===== config.mk =====
export PLATFORM = sky130hd
export DESIGN_NAME = dcount_timer
export DESIGN_NICKNAME = d
export VERILOG_FILES = /design/src/rtl/dcount_timer_pkg.sv /design/src/rtl/dcount_timer_ctrl.sv /design/src/rtl/dcount_timer_dp.sv /design/src/rtl/dcount_timer.sv
export SDC_FILE = /design/constraint.sdc
export NUM_CORES = 1
export LEC_CHECK = 0
export BUFFER_PORTS_ARGS = -buffer_cell sky130_fd_sc_hd__clkbuf_2
export CORE_UTILIZATION = 55
export DETAILED_ROUTE_END_ITERATION = 7
export PLACE_DENSITY = 0.72
export RECOVER_POWER = 100
export SETUP_SLACK_MARGIN = 0.2
export SYNTH_ARGS = -nofsm -noshare
export SYNTH_HDL_FRONTEND = slang
export SYNTH_SLANG_ARGS = --single-unit

===== constraint.sdc =====
create_clock -name clk -period 3.63 [get_ports clk]
set_clock_uncertainty 0.15 [all_clocks]
set_input_delay 0.5445 -clock clk [delete_from_list [all_inputs] [get_ports clk]]
set_output_delay 0.5445 -clock clk [all_outputs]
set_load 0.02 [all_outputs]

===== src/rtl/dcount_timer_pkg.sv =====
package dcount_timer_pkg;

  localparam int BUS_W  = 8;
  localparam int ADDR_W = 2;

  localparam logic [ADDR_W-1:0] ADDR_CNT_LO = 2'd0;
  localparam logic [ADDR_W-1:0] ADDR_CNT_HI = 2'd1;
  localparam logic [ADDR_W-1:0] ADDR_CTRL   = 2'd2;

  // control byte bit positions
  localparam int CB_STOP   = 0;
  localparam int CB_LONLY  = 1;
  localparam int CB_EXTSRC = 2;
  localparam int CB_FALL   = 3;
  localparam int CB_IRQ    = 4;

  typedef struct packed {
    logic             wrLatchLo;
    logic             wrLatchHi;
    logic             wrCntLo;
    logic             wrCntHi;
    logic             capHi;
    logic             irqClr;
    logic             countEn;
    logic [BUS_W-1:0] wdata;
  } tmr_strobe_t;

endpackage


===== src/rtl/dcount_timer_ctrl.sv =====
module dcount_timer_ctrl
  import dcount_timer_pkg::*;
#(
  parameter int CNT_W    = 16,
  parameter int PRESCALE = 16
) (
  input  logic              clk,
  input  logic              rst,
  input  logic              busWr,
  input  logic              busRd,
  input  logic [ADDR_W-1:0] busAddr,
  input  logic [BUS_W-1:0]  busWdata,
  output logic [BUS_W-1:0]  busRdata,
  input  logic              extIn,
  input  logic [CNT_W-1:0]  cntVal,
  input  logic [BUS_W-1:0]  holdHi,
  input  logic              irqFlag,
  output tmr_strobe_t       strobe
);

  localparam int PS_W = (PRESCALE > 1) ? $clog2(PRESCALE) : 1;
  localparam logic [PS_W-1:0] PS_LAST = PS_W'(PRESCALE - 1);

  logic [PS_W-1:0] psCnt;
  logic            tick;
  logic            syncA, syncB, syncPrev;
  logic            extEdge;
  logic            stopOn, latchOnly, srcExt, edgeFall;
  logic            wrCtrl;

  // free-running prescaler
  always_ff @(posedge clk) begin
    if (rst) psCnt <= '0;
    else if (psCnt == PS_LAST) psCnt <= '0;
    else psCnt <= psCnt + 1'b1;
  end
  assign tick = (psCnt == PS_LAST);

  // two-flop synchronizer plus edge history
  always_ff @(posedge clk) begin
    if (rst) begin
      syncA    <= 1'b0;
      syncB    <= 1'b0;
      syncPrev <= 1'b0;
    end else begin
      syncA    <= extIn;
      syncB    <= syncA;
      syncPrev <= syncB;
    end
  end
  assign extEdge = edgeFall ? (syncPrev & ~syncB) : (syncB & ~syncPrev);

  // control register
  assign wrCtrl = busWr && (busAddr == ADDR_CTRL);
  always_ff @(posedge clk) begin
    if (rst) begin
      stopOn    <= 1'b1;
      latchOnly <= 1'b0;
      srcExt    <= 1'b0;
      edgeFall  <= 1'b0;
    end else if (wrCtrl) begin
      stopOn    <= busWdata[CB_STOP];
      latchOnly <= busWdata[CB_LONLY];
      srcExt    <= busWdata[CB_EXTSRC];
      edgeFall  <= busWdata[CB_FALL];
    end
  end

  // strobes toward the datapath
  always_comb begin
    strobe           = '0;
    strobe.wdata     = busWdata;
    strobe.wrLatchLo = busWr && (busAddr == ADDR_CNT_LO);
    strobe.wrLatchHi = busWr && (busAddr == ADDR_CNT_HI) && (CNT_W > 8);
    strobe.wrCntLo   = strobe.wrLatchLo && !latchOnly;
    strobe.wrCntHi   = strobe.wrLatchHi && !latchOnly;
    strobe.capHi     = busRd && (busAddr == ADDR_CNT_LO);
    strobe.irqClr    = wrCtrl && busWdata[CB_IRQ];
    strobe.countEn   = !stopOn && (srcExt ? extEdge : tick);
  end

  // read mux
  always_comb begin
    busRdata = '0;
    case (busAddr)
      ADDR_CNT_LO: busRdata = cntVal[BUS_W-1:0];
      ADDR_CNT_HI: busRdata = holdHi;
      ADDR_CTRL: begin
        busRdata[CB_STOP]   = stopOn;
        busRdata[CB_LONLY]  = latchOnly;
        busRdata[CB_EXTSRC] = srcExt;
        busRdata[CB_FALL]   = edgeFall;
        busRdata[CB_IRQ]    = irqFlag;
      end
      default: busRdata = '0;
    endcase
  end

  // internal pulses are isolated single cycles
  a_r5_tick_isolated: assert property (@(posedge clk) disable iff (rst)
    tick |=> !tick);

  // a detected external edge yields a single count pulse
  a_r6_one_per_edge: assert property (@(posedge clk) disable iff (rst)
    (srcExt && strobe.countEn && !busWr) |=> !strobe.countEn);

endmodule


===== src/rtl/dcount_timer_dp.sv =====
module dcount_timer_dp
  import dcount_timer_pkg::*;
#(
  parameter int CNT_W = 16
) (
  input  logic             clk,
  input  logic             rst,
  input  tmr_strobe_t      strobe,
  output logic [CNT_W-1:0] cntVal,
  output logic [BUS_W-1:0] holdHi,
  output logic             irqFlag
);

  localparam bit HAS_HI = (CNT_W > BUS_W);

  logic [CNT_W-1:0] latchQ;
  logic [CNT_W-1:0] cntQ;
  logic [CNT_W-1:0] cntNext;
  logic [CNT_W-1:0] latchNext;
  logic             underflow;

  assign underflow = strobe.countEn && (cntQ == '0);

  always_comb begin
    latchNext = latchQ;
    if (strobe.wrLatchLo) latchNext[BUS_W-1:0] = strobe.wdata;
    if (HAS_HI && strobe.wrLatchHi) latchNext[CNT_W-1 -: BUS_W] = strobe.wdata;
  end

  always_comb begin
    cntNext = cntQ;
    if (strobe.countEn) cntNext = underflow ? latchQ : cntQ - 1'b1;
    if (strobe.wrCntLo) cntNext[BUS_W-1:0] = strobe.wdata;
    if (HAS_HI && strobe.wrCntHi) cntNext[CNT_W-1 -: BUS_W] = strobe.wdata;
  end

  always_ff @(posedge clk) begin
    if (rst) begin
      latchQ  <= '1;
      cntQ    <= '1;
      irqFlag <= 1'b0;
      holdHi  <= HAS_HI ? '0 : '0;
    end else begin
      latchQ <= latchNext;
      cntQ   <= cntNext;
      if (underflow) irqFlag <= 1'b1;
      else if (strobe.irqClr) irqFlag <= 1'b0;
      if (strobe.capHi) holdHi <= HAS_HI ? cntQ[CNT_W-1 -: BUS_W] : '0;
    end
  end

  assign cntVal = cntQ;

  logic noCntWr;
  assign noCntWr = !strobe.wrCntLo && !strobe.wrCntHi;

  // nonzero count steps down by one per pulse
  a_r2_step_down: assert property (@(posedge clk) disable iff (rst)
    (strobe.countEn && noCntWr && cntQ != '0) |=> cntQ == CNT_W'($past(cntQ) - 1'b1));

  // pulse at zero reloads from latch
  a_r3_reload: assert property (@(posedge clk) disable iff (rst)
    (strobe.countEn && noCntWr && cntQ == '0) |=> cntQ == $past(latchQ));

  // underflow sets the flag
  a_r4_irq_set: assert property (@(posedge clk) disable iff (rst)
    underflow |=> irqFlag);

  // flag is sticky until cleared
  a_r4_irq_sticky: assert property (@(posedge clk) disable iff (rst)
    (irqFlag && !strobe.irqClr) |=> irqFlag);

  // latch-only write leaves the count alone
  a_r8_latch_only: assert property (@(posedge clk) disable iff (rst)
    ((strobe.wrLatchLo || strobe.wrLatchHi) && noCntWr && !strobe.countEn) |=> $stable(cntQ));

  // holding register changes only on a low-byte read
  a_r9_hold_stable: assert property (@(posedge clk) disable iff (rst)
    !strobe.capHi |=> $stable(holdHi));

endmodule


===== src/rtl/dcount_timer.sv =====
module dcount_timer
  import dcount_timer_pkg::*;
#(
  parameter int CNT_W    = 16,
  parameter int PRESCALE = 16
) (
  input  logic       clk,
  input  logic       rst,
  input  logic       busWr,
  input  logic       busRd,
  input  logic [1:0] busAddr,
  input  logic [7:0] busWdata,
  output logic [7:0] busRdata,
  input  logic       extIn,
  output logic       irqReq
);

  tmr_strobe_t      strobe;
  logic [CNT_W-1:0] cntVal;
  logic [BUS_W-1:0] holdHi;
  logic             irqFlag;

  dcount_timer_ctrl #(.CNT_W(CNT_W), .PRESCALE(PRESCALE)) ctrl_i (
    .clk(clk), .rst(rst), .busWr(busWr), .busRd(busRd), .busAddr(busAddr),
    .busWdata(busWdata), .busRdata(busRdata), .extIn(extIn),
    .cntVal(cntVal), .holdHi(holdHi), .irqFlag(irqFlag), .strobe(strobe)
  );

  dcount_timer_dp #(.CNT_W(CNT_W)) dp_i (
    .clk(clk), .rst(rst), .strobe(strobe),
    .cntVal(cntVal), .holdHi(holdHi), .irqFlag(irqFlag)
  );

  assign irqReq = irqFlag;

endmodule


==> flow_metrics.env, run 1 <==
export IMPL_max_vdd_ir_drop_mv=0.2192
export IMPL_critPathSlowestCell="nor2_1"
export IMPL_syn_area_sq_um=2755
export IMPL_synth_xor_xnor_area_share_pct=2.861
export IMPL_synth_compound_area_share_pct=17.48
export IMPL_synth_seq_area_share_pct=37.78
export IMPL_routed_wl_um=6794
export IMPL_cts_sinks=52
export IMPL_drt_iter0_drc=130
export IMPL_cts_repair_resized=0
export IMPL_cts_setup_buffers=0
export IMPL_gp_congestion=0.8925
export IMPL_dr_total_vias=2366
export IMPL_cts_tree="done"
export IMPL_powerDensity_nw_per_um2=413.4
export IMPL_rsz0062_at_grt="false"
export IMPL_cp_cell_sequence="clkbuf_1 -> nand3b_1 -> nor2_1 -> a21oi_1 -> o311ai_0 -> a31o_1"
export IMPL_hp_class="primary input to flop"
export IMPL_crit_path_max_incr_delay_ns=0.69
export IMPL_maxCapViolations=1
export IMPL_firstDrtPassIters=5
export IMPL_ys_ff_latch=52
export IMPL_final_setup_tns_ns=0
export IMPL_antenna_cells=0
export IMPL_slew_headroom_pct=-49.60
export IMPL_grt_overflow=0
export IMPL_dieArea_sq_um=5296
export IMPL_clk_insertion_delay_late_ns=0.31
export IMPL_dp_hpwl_um=4489
export IMPL_p_leak_nw=1.120
export IMPL_fillCellCount=440
export IMPL_synth_adder_area_share_pct=0.9083
export IMPL_start_kind="primary input"
export IMPL_synth_avg_cell_area_sq_um=8.664
export IMPL_synthCells=318
export IMPL_path_clk_slew_ns=0.10
export IMPL_synth_mux_area_share_pct=6.540
export IMPL_wl_per_cell_um=17.20
export IMPL_start_util_pct=57.57
export IMPL_synth_top_family_by_area="simple AND/OR/NAND/NOR gates"
export IMPL_crit_path_max_fanout=13
export IMPL_syn_nets=335
export IMPL_die_w_um=72.78
export IMPL_cts_buffer_depth=2
export IMPL_critical_path_class="primary input to flop"
export IMPL_design_core_area_sq_um=4786
export IMPL_max_freq_mhz=359.4
export IMPL_arrival_ns=2.89
export IMPL_tightestPinTransition_ns=2.244
export IMPL_syn_to_final_growth_pct=6.585
export IMPL_grt_pass1_vias=2126
export IMPL_ctsHoldBuffers=0
export IMPL_drive_gt1_share_pct=10.67
export IMPL_drc=0
export IMPL_status="finished, violations left"
export IMPL_setup_viol=0
export IMPL_synth_simple_gate_area_share_pct=28.75
export IMPL_period_share_pct=76.66
export IMPL_synth_cell_types=58
export IMPL_final_area_sq_um=2937
export IMPL_timing_final_crit_period_ns=2.783
export IMPL_end_kind="flop"
export IMPL_placed_area_sq_um=2831
export IMPL_grt_max_degree=54
export IMPL_cts_max_level=2
export IMPL_ios=24
export IMPL_finalHoldViolations=0
export IMPL_viasPerCell=5.990
export IMPL_violations="max-capacitance violations, max-slew violations"
export IMPL_grt_usage_pct=27.75
export IMPL_synthFlopType="dfxtp_1"
export IMPL_ant_nets=0
export IMPL_maxSlewViolCount=54
export IMPL_die_y_um=72.78
export IMPL_worstPathRequired_ns=3.73
export IMPL_antenna_found_initial=0
export IMPL_yosys_warnings=0
export IMPL_clock_root_buffer="clkbuf_8"
export IMPL_synth_edf_count=0
export IMPL_grt_pass1_wl_um=11060
export IMPL_nets=344
export IMPL_async_flop_share_pct=0
export IMPL_cts_buffers=5
export IMPL_port_buffers=23
export IMPL_num_rows=25
sequential cells by signal, summed over array words and instances, names as in the netlist, 4 cells and up:
signal,flops
ctrl_i.psCnt,4
dp_i.cntVal,16
dp_i.latchQ,16
dp_i.holdHi,8
stage by stage:
stage | hold WS [ns] | power (mW) | utilization, % | instances | worst slack, ns
2_1_floorplan | 0.2638 | 0.7430 | - | 318 | 1.526
5_1_grt | 0.3158 | 1.260 | 61.36 | 395 | 0.6988
3_5_place_dp | 0.2995 | 0.7863 | 59.16 | 387 | 1.026
4_1_cts | 0.2799 | 1.222 | 61.80 | 395 | 1.146
3_3_place_gp | 0.2828 | 0.7840 | 59.16 | 387 | 1.065
6_report | 0.2823 | 1.214 | 61.36 | 395 | 0.8474
cells in the mapped netlist (all sizes together), types with 4 or more instances:
cell type / instances / area, sq um
dfxtp: 52 / 1041
nand2: 33 / 131.4
nor2: 26 / 100.1
nand3: 21 / 105.1
a21oi: 18 / 90.09
mux2i: 18 / 180.2
a211o: 13 / 113.9
o21ai: 13 / 68.82
clkbuf: 12 / 76.32
nor2b: 12 / 75.07
buf: 11 / 61.31
nand3b: 10 / 75.07
nor3: 9 / 50.05
and3: 6 / 38.79
inv: 5 / 18.77
xor2: 5 / 43.79
a211oi: 4 / 30.03
nand4: 4 / 25.02
nor3b: 4 / 41.29
o211ai: 4 / 30.03
o311ai: 4 / 35.04
xnor2: 4 / 35.03
cells by family after synthesis:
logic type	Yosys count
simple gates	141
mux	18
buf+inv	28
xor+xnor	9
flops	52
fa+ha+maj	2
compound gates	68
cell usage in the layout, fill, tap and decap left out, types with 3 or more instances in the layout:
master	Yosys	routed
o211ai_1	4	4
nor3b_1	3	3
nor2_1	25	26
a21oi_1	18	18
xor2_1	5	5
clkbuf_8	3	7
dfxtp_1	52	52
nor3_1	8	8
o21ai_0	8	12
clkbuf_1	8	10
o311ai_0	1	3
mux2i_1	18	18
nor2b_1	12	12
nand3b_1	10	10
a211oi_1	4	4
and3_1	5	5
a211o_1	13	13
nand2_1	32	32
nand3_1	21	21
xnor2_1	4	4
a31oi_1	3	3
nand4b_1	3	3
nand4_1	4	4
clkbuf_2	1	13
inv_1	5	5
area by class of cell:
class	instances	area, sq um	share of cell area [%]
clock buffer	7	96.34	3.281
clock inverter	1	30.03	1.023
inverter	5	18.77	0.6391
multi-input combinational	238	1549	52.75
sequential	52	1041	35.45
tap	67	83.83	2.855
timing repair buffer	25	117.6	4.005
worst max-delay path, delay by kind of cell:
family          cells  cell delay [ns]
simple gates        2             1.21
compound gates      3             0.55
buf+inv             1             0.58
final timing paths:
| kind | start | endpoint | slack, ns | cells after the start |
|---|---|---|---|---|
| max | busAddr[0] | dp_i.cntVal[15] | 0.85 | 6 |
| min | extIn | ctrl_i.syncA | 0.28 | 2 |
| max reg2reg | dp_i.cntVal[7] | dp_i.cntVal[15] | 1.14 | 5 |
| min reg2reg | ctrl_i.syncA | ctrl_i.syncB | 0.32 | 1 |
metal layers:
metal | routed length (um) | up-vias | track usage, %
met5 | 0 | - | 0
met1 | 3250 | 1105 | 41.24
met2 | 2983 | 89 | 41.23
li1 | - | 1165 | -
met3 | 494 | 7 | 4.972
met4 | 64 | 0 | 7.190
power breakdown:
group          leakage [nW]  internal, mW  switching (mW)
Clock                0.0645         0.244           0.197
Sequential            0.427         0.600          0.0337
Combinational         0.629        0.0572          0.0821
(Power assumes the default switching activity.)
==> run 2, diff against run 1 <==
Clock period 3.63 ns to 2.6 ns, I/O delays scaled along.
==> run 2 against run 1 <==
Effect of this change:
- the flow now finishes without violations
- routed wire length up 0.84%
- sequential cell count did not move
- non-clock buffer count up 11
- first-iteration DRC count grew 19%
- power is 42% higher
- clock-buffer cell count down 2
- core utilization increased by 1.3 points
- worst hold slack got worse by 0.14 ns
- sequential share of layout area decreased by 0.74 points
- combinational power is 44% higher
- critical path type is now primary input to primary output
- critical endpoint is now busRdata[1]
==> flow_metrics.env, run 2 (synthesized netlist as in run 1, its figures left out) <==
export IMPL_timing_final_crit_period_ns=2.315
export IMPL_ant_nets=0
export IMPL_setup_viol=0
export IMPL_drive_gt1_share_pct=11.83
export IMPL_critical_path_class="primary input to primary output"
export IMPL_finalHoldViolations=0
export IMPL_grt_pass1_vias=2238
export IMPL_rsz0062_at_grt="false"
export IMPL_seq_area_sq_um=1041
export IMPL_ios=24
export IMPL_critPathMostFrequentCell="clkbuf_1"
export IMPL_antenna_found_initial=0
export IMPL_max_vdd_ir_drop_mv=0.3161
export IMPL_firstDrtPassIters=5
export IMPL_dp_hpwl_um=4877
export IMPL_grt_pass1_wl_um=11340
export IMPL_cp_cell_sequence="clkbuf_1 -> nor2b_1 -> nand2_1 -> o21ai_0 -> clkbuf_1"
export IMPL_cts_max_level=2
export IMPL_tightestPinTransition_ns=0.9857
export IMPL_cts_sinks=52
export IMPL_slew_headroom_pct=34.29
export IMPL_routed_wl_um=6851
export IMPL_syn_to_final_growth_pct=8.856
export IMPL_fin_util_pct=62.67
export IMPL_cts_buffer_depth=2
export IMPL_clock_root_buffer="clkbuf_8"
export IMPL_cts_setup_buffers=0
export IMPL_final_setup_tns_ns=0
export IMPL_multi_input_area_sq_um=1546
export IMPL_final_area_sq_um=2999
export IMPL_drc=0
export IMPL_port_buffers=23
export IMPL_viasPerCell=5.995
export IMPL_status="finished clean"
export IMPL_gp_congestion=0.8876
export IMPL_critPathSlowestCell="clkbuf_1"
export IMPL_die_w_um=72.78
export IMPL_drt_iter0_drc=155
export IMPL_maxCapViolations=0
export IMPL_start_util_pct=57.57
export IMPL_ctsHoldBuffers=0
export IMPL_final_cell_mix="dfxtp_1, nand2_1, nor2_1"
export IMPL_crit_path_max_fanout=13
export IMPL_num_rows=25
export IMPL_maxSlewViolCount=0
export IMPL_powerDensity_nw_per_um2=574.1
export IMPL_p_leak_nw=1.153
export IMPL_worstPathRequired_ns=2.06
export IMPL_antenna_cells=0
export IMPL_start_kind="primary input"
export IMPL_hp_class="primary input to flop"
export IMPL_wl_per_cell_um=16.92
export IMPL_cts_tree="done"
export IMPL_die_y_um=72.78
export IMPL_period_share_pct=89.04
export IMPL_mostFrequentLayoutCell="dfxtp_1"
export IMPL_max_freq_mhz=431.9
export IMPL_design_core_area_sq_um=4786
export IMPL_fillCellCount=441
export IMPL_grt_usage_pct=28.64
export IMPL_cts_buffers=5
export IMPL_cts_repair_resized=0
export IMPL_dr_total_vias=2428
export IMPL_crit_path_max_incr_delay_ns=0.64
export IMPL_dieArea_sq_um=5296
export IMPL_placed_area_sq_um=2914
export IMPL_grt_max_degree=23
export IMPL_nets=355
export IMPL_arrival_ns=1.78
export IMPL_clk_insertion_delay_late_ns=0.31
export IMPL_end_kind="primary output"
export IMPL_path_clk_slew_ns=0.09
export IMPL_grt_overflow=0
-- run 2: path summary, 6_finish.rpt --
| path | slack (ns) | to | start | cells past startpoint |
|---|---|---|---|---|
| setup / recovery | 0.28 | busRdata[1] | busAddr[0] | 5 |
| hold / removal | 0.14 | ctrl_i.syncA | extIn | 2 |
| setup reg to reg | 0.31 | dp_i.cntVal[6] | ctrl_i.psCnt[0] | 6 |
| hold reg to reg | 0.30 | ctrl_i.syncB | ctrl_i.syncA | 1 |
-- run 2: worst max-delay path: cells and delay by family --
kind            cells  cell delay [ns]
buf+inv             2             0.83
simple gates        2             0.46
compound gates      1             0.09
-- run 2: metal layers --
layer  up-vias  wire, um  track usage [%]
li1       1188         -                -
met1      1132      3248            41.85
met2        97      3040            42.89
met3        11       459            4.696
met4         0       103            9.368
met5         -         0                0
-- run 2: where the power goes --
group          switching (mW)  total (mW)  internal [mW]
Combinational           0.117       0.200         0.0828
Clock                   0.258       0.637          0.379
Sequential             0.0474       0.885          0.838
Total                   0.423        1.72           1.30
-- run 2: layout make-up --
| type | instances | area share [%] |
|---|---|---|
| Multi-Input combinational cell | 238 | 51.56 |
| Timing Repair Buffer | 36 | 6.008 |
| Clock buffer | 5 | 2.295 |
| Inverter | 5 | 0.6258 |
| Tap cell | 67 | 2.795 |
| Sequential cell | 52 | 34.71 |
| Clock inverter | 2 | 2.003 |
-- run 2: per-stage QoR --
| stage | hold WS, ns | setup slack [ns] | cells | power [mW] |
|---|---|---|---|---|
| global placement | 0.2678 | 0.4417 | 398 | 1.103 |
| finish | 0.1391 | 0.2849 | 405 | 1.722 |
| CTS | 0.1397 | 0.3789 | 405 | 1.739 |
| global route | 0.1526 | 0.1453 | 405 | 1.786 |
| floorplan | 0.2638 | 0.6521 | 318 | 1.037 |
| detailed placement | 0.2747 | 0.3870 | 398 | 1.107 |
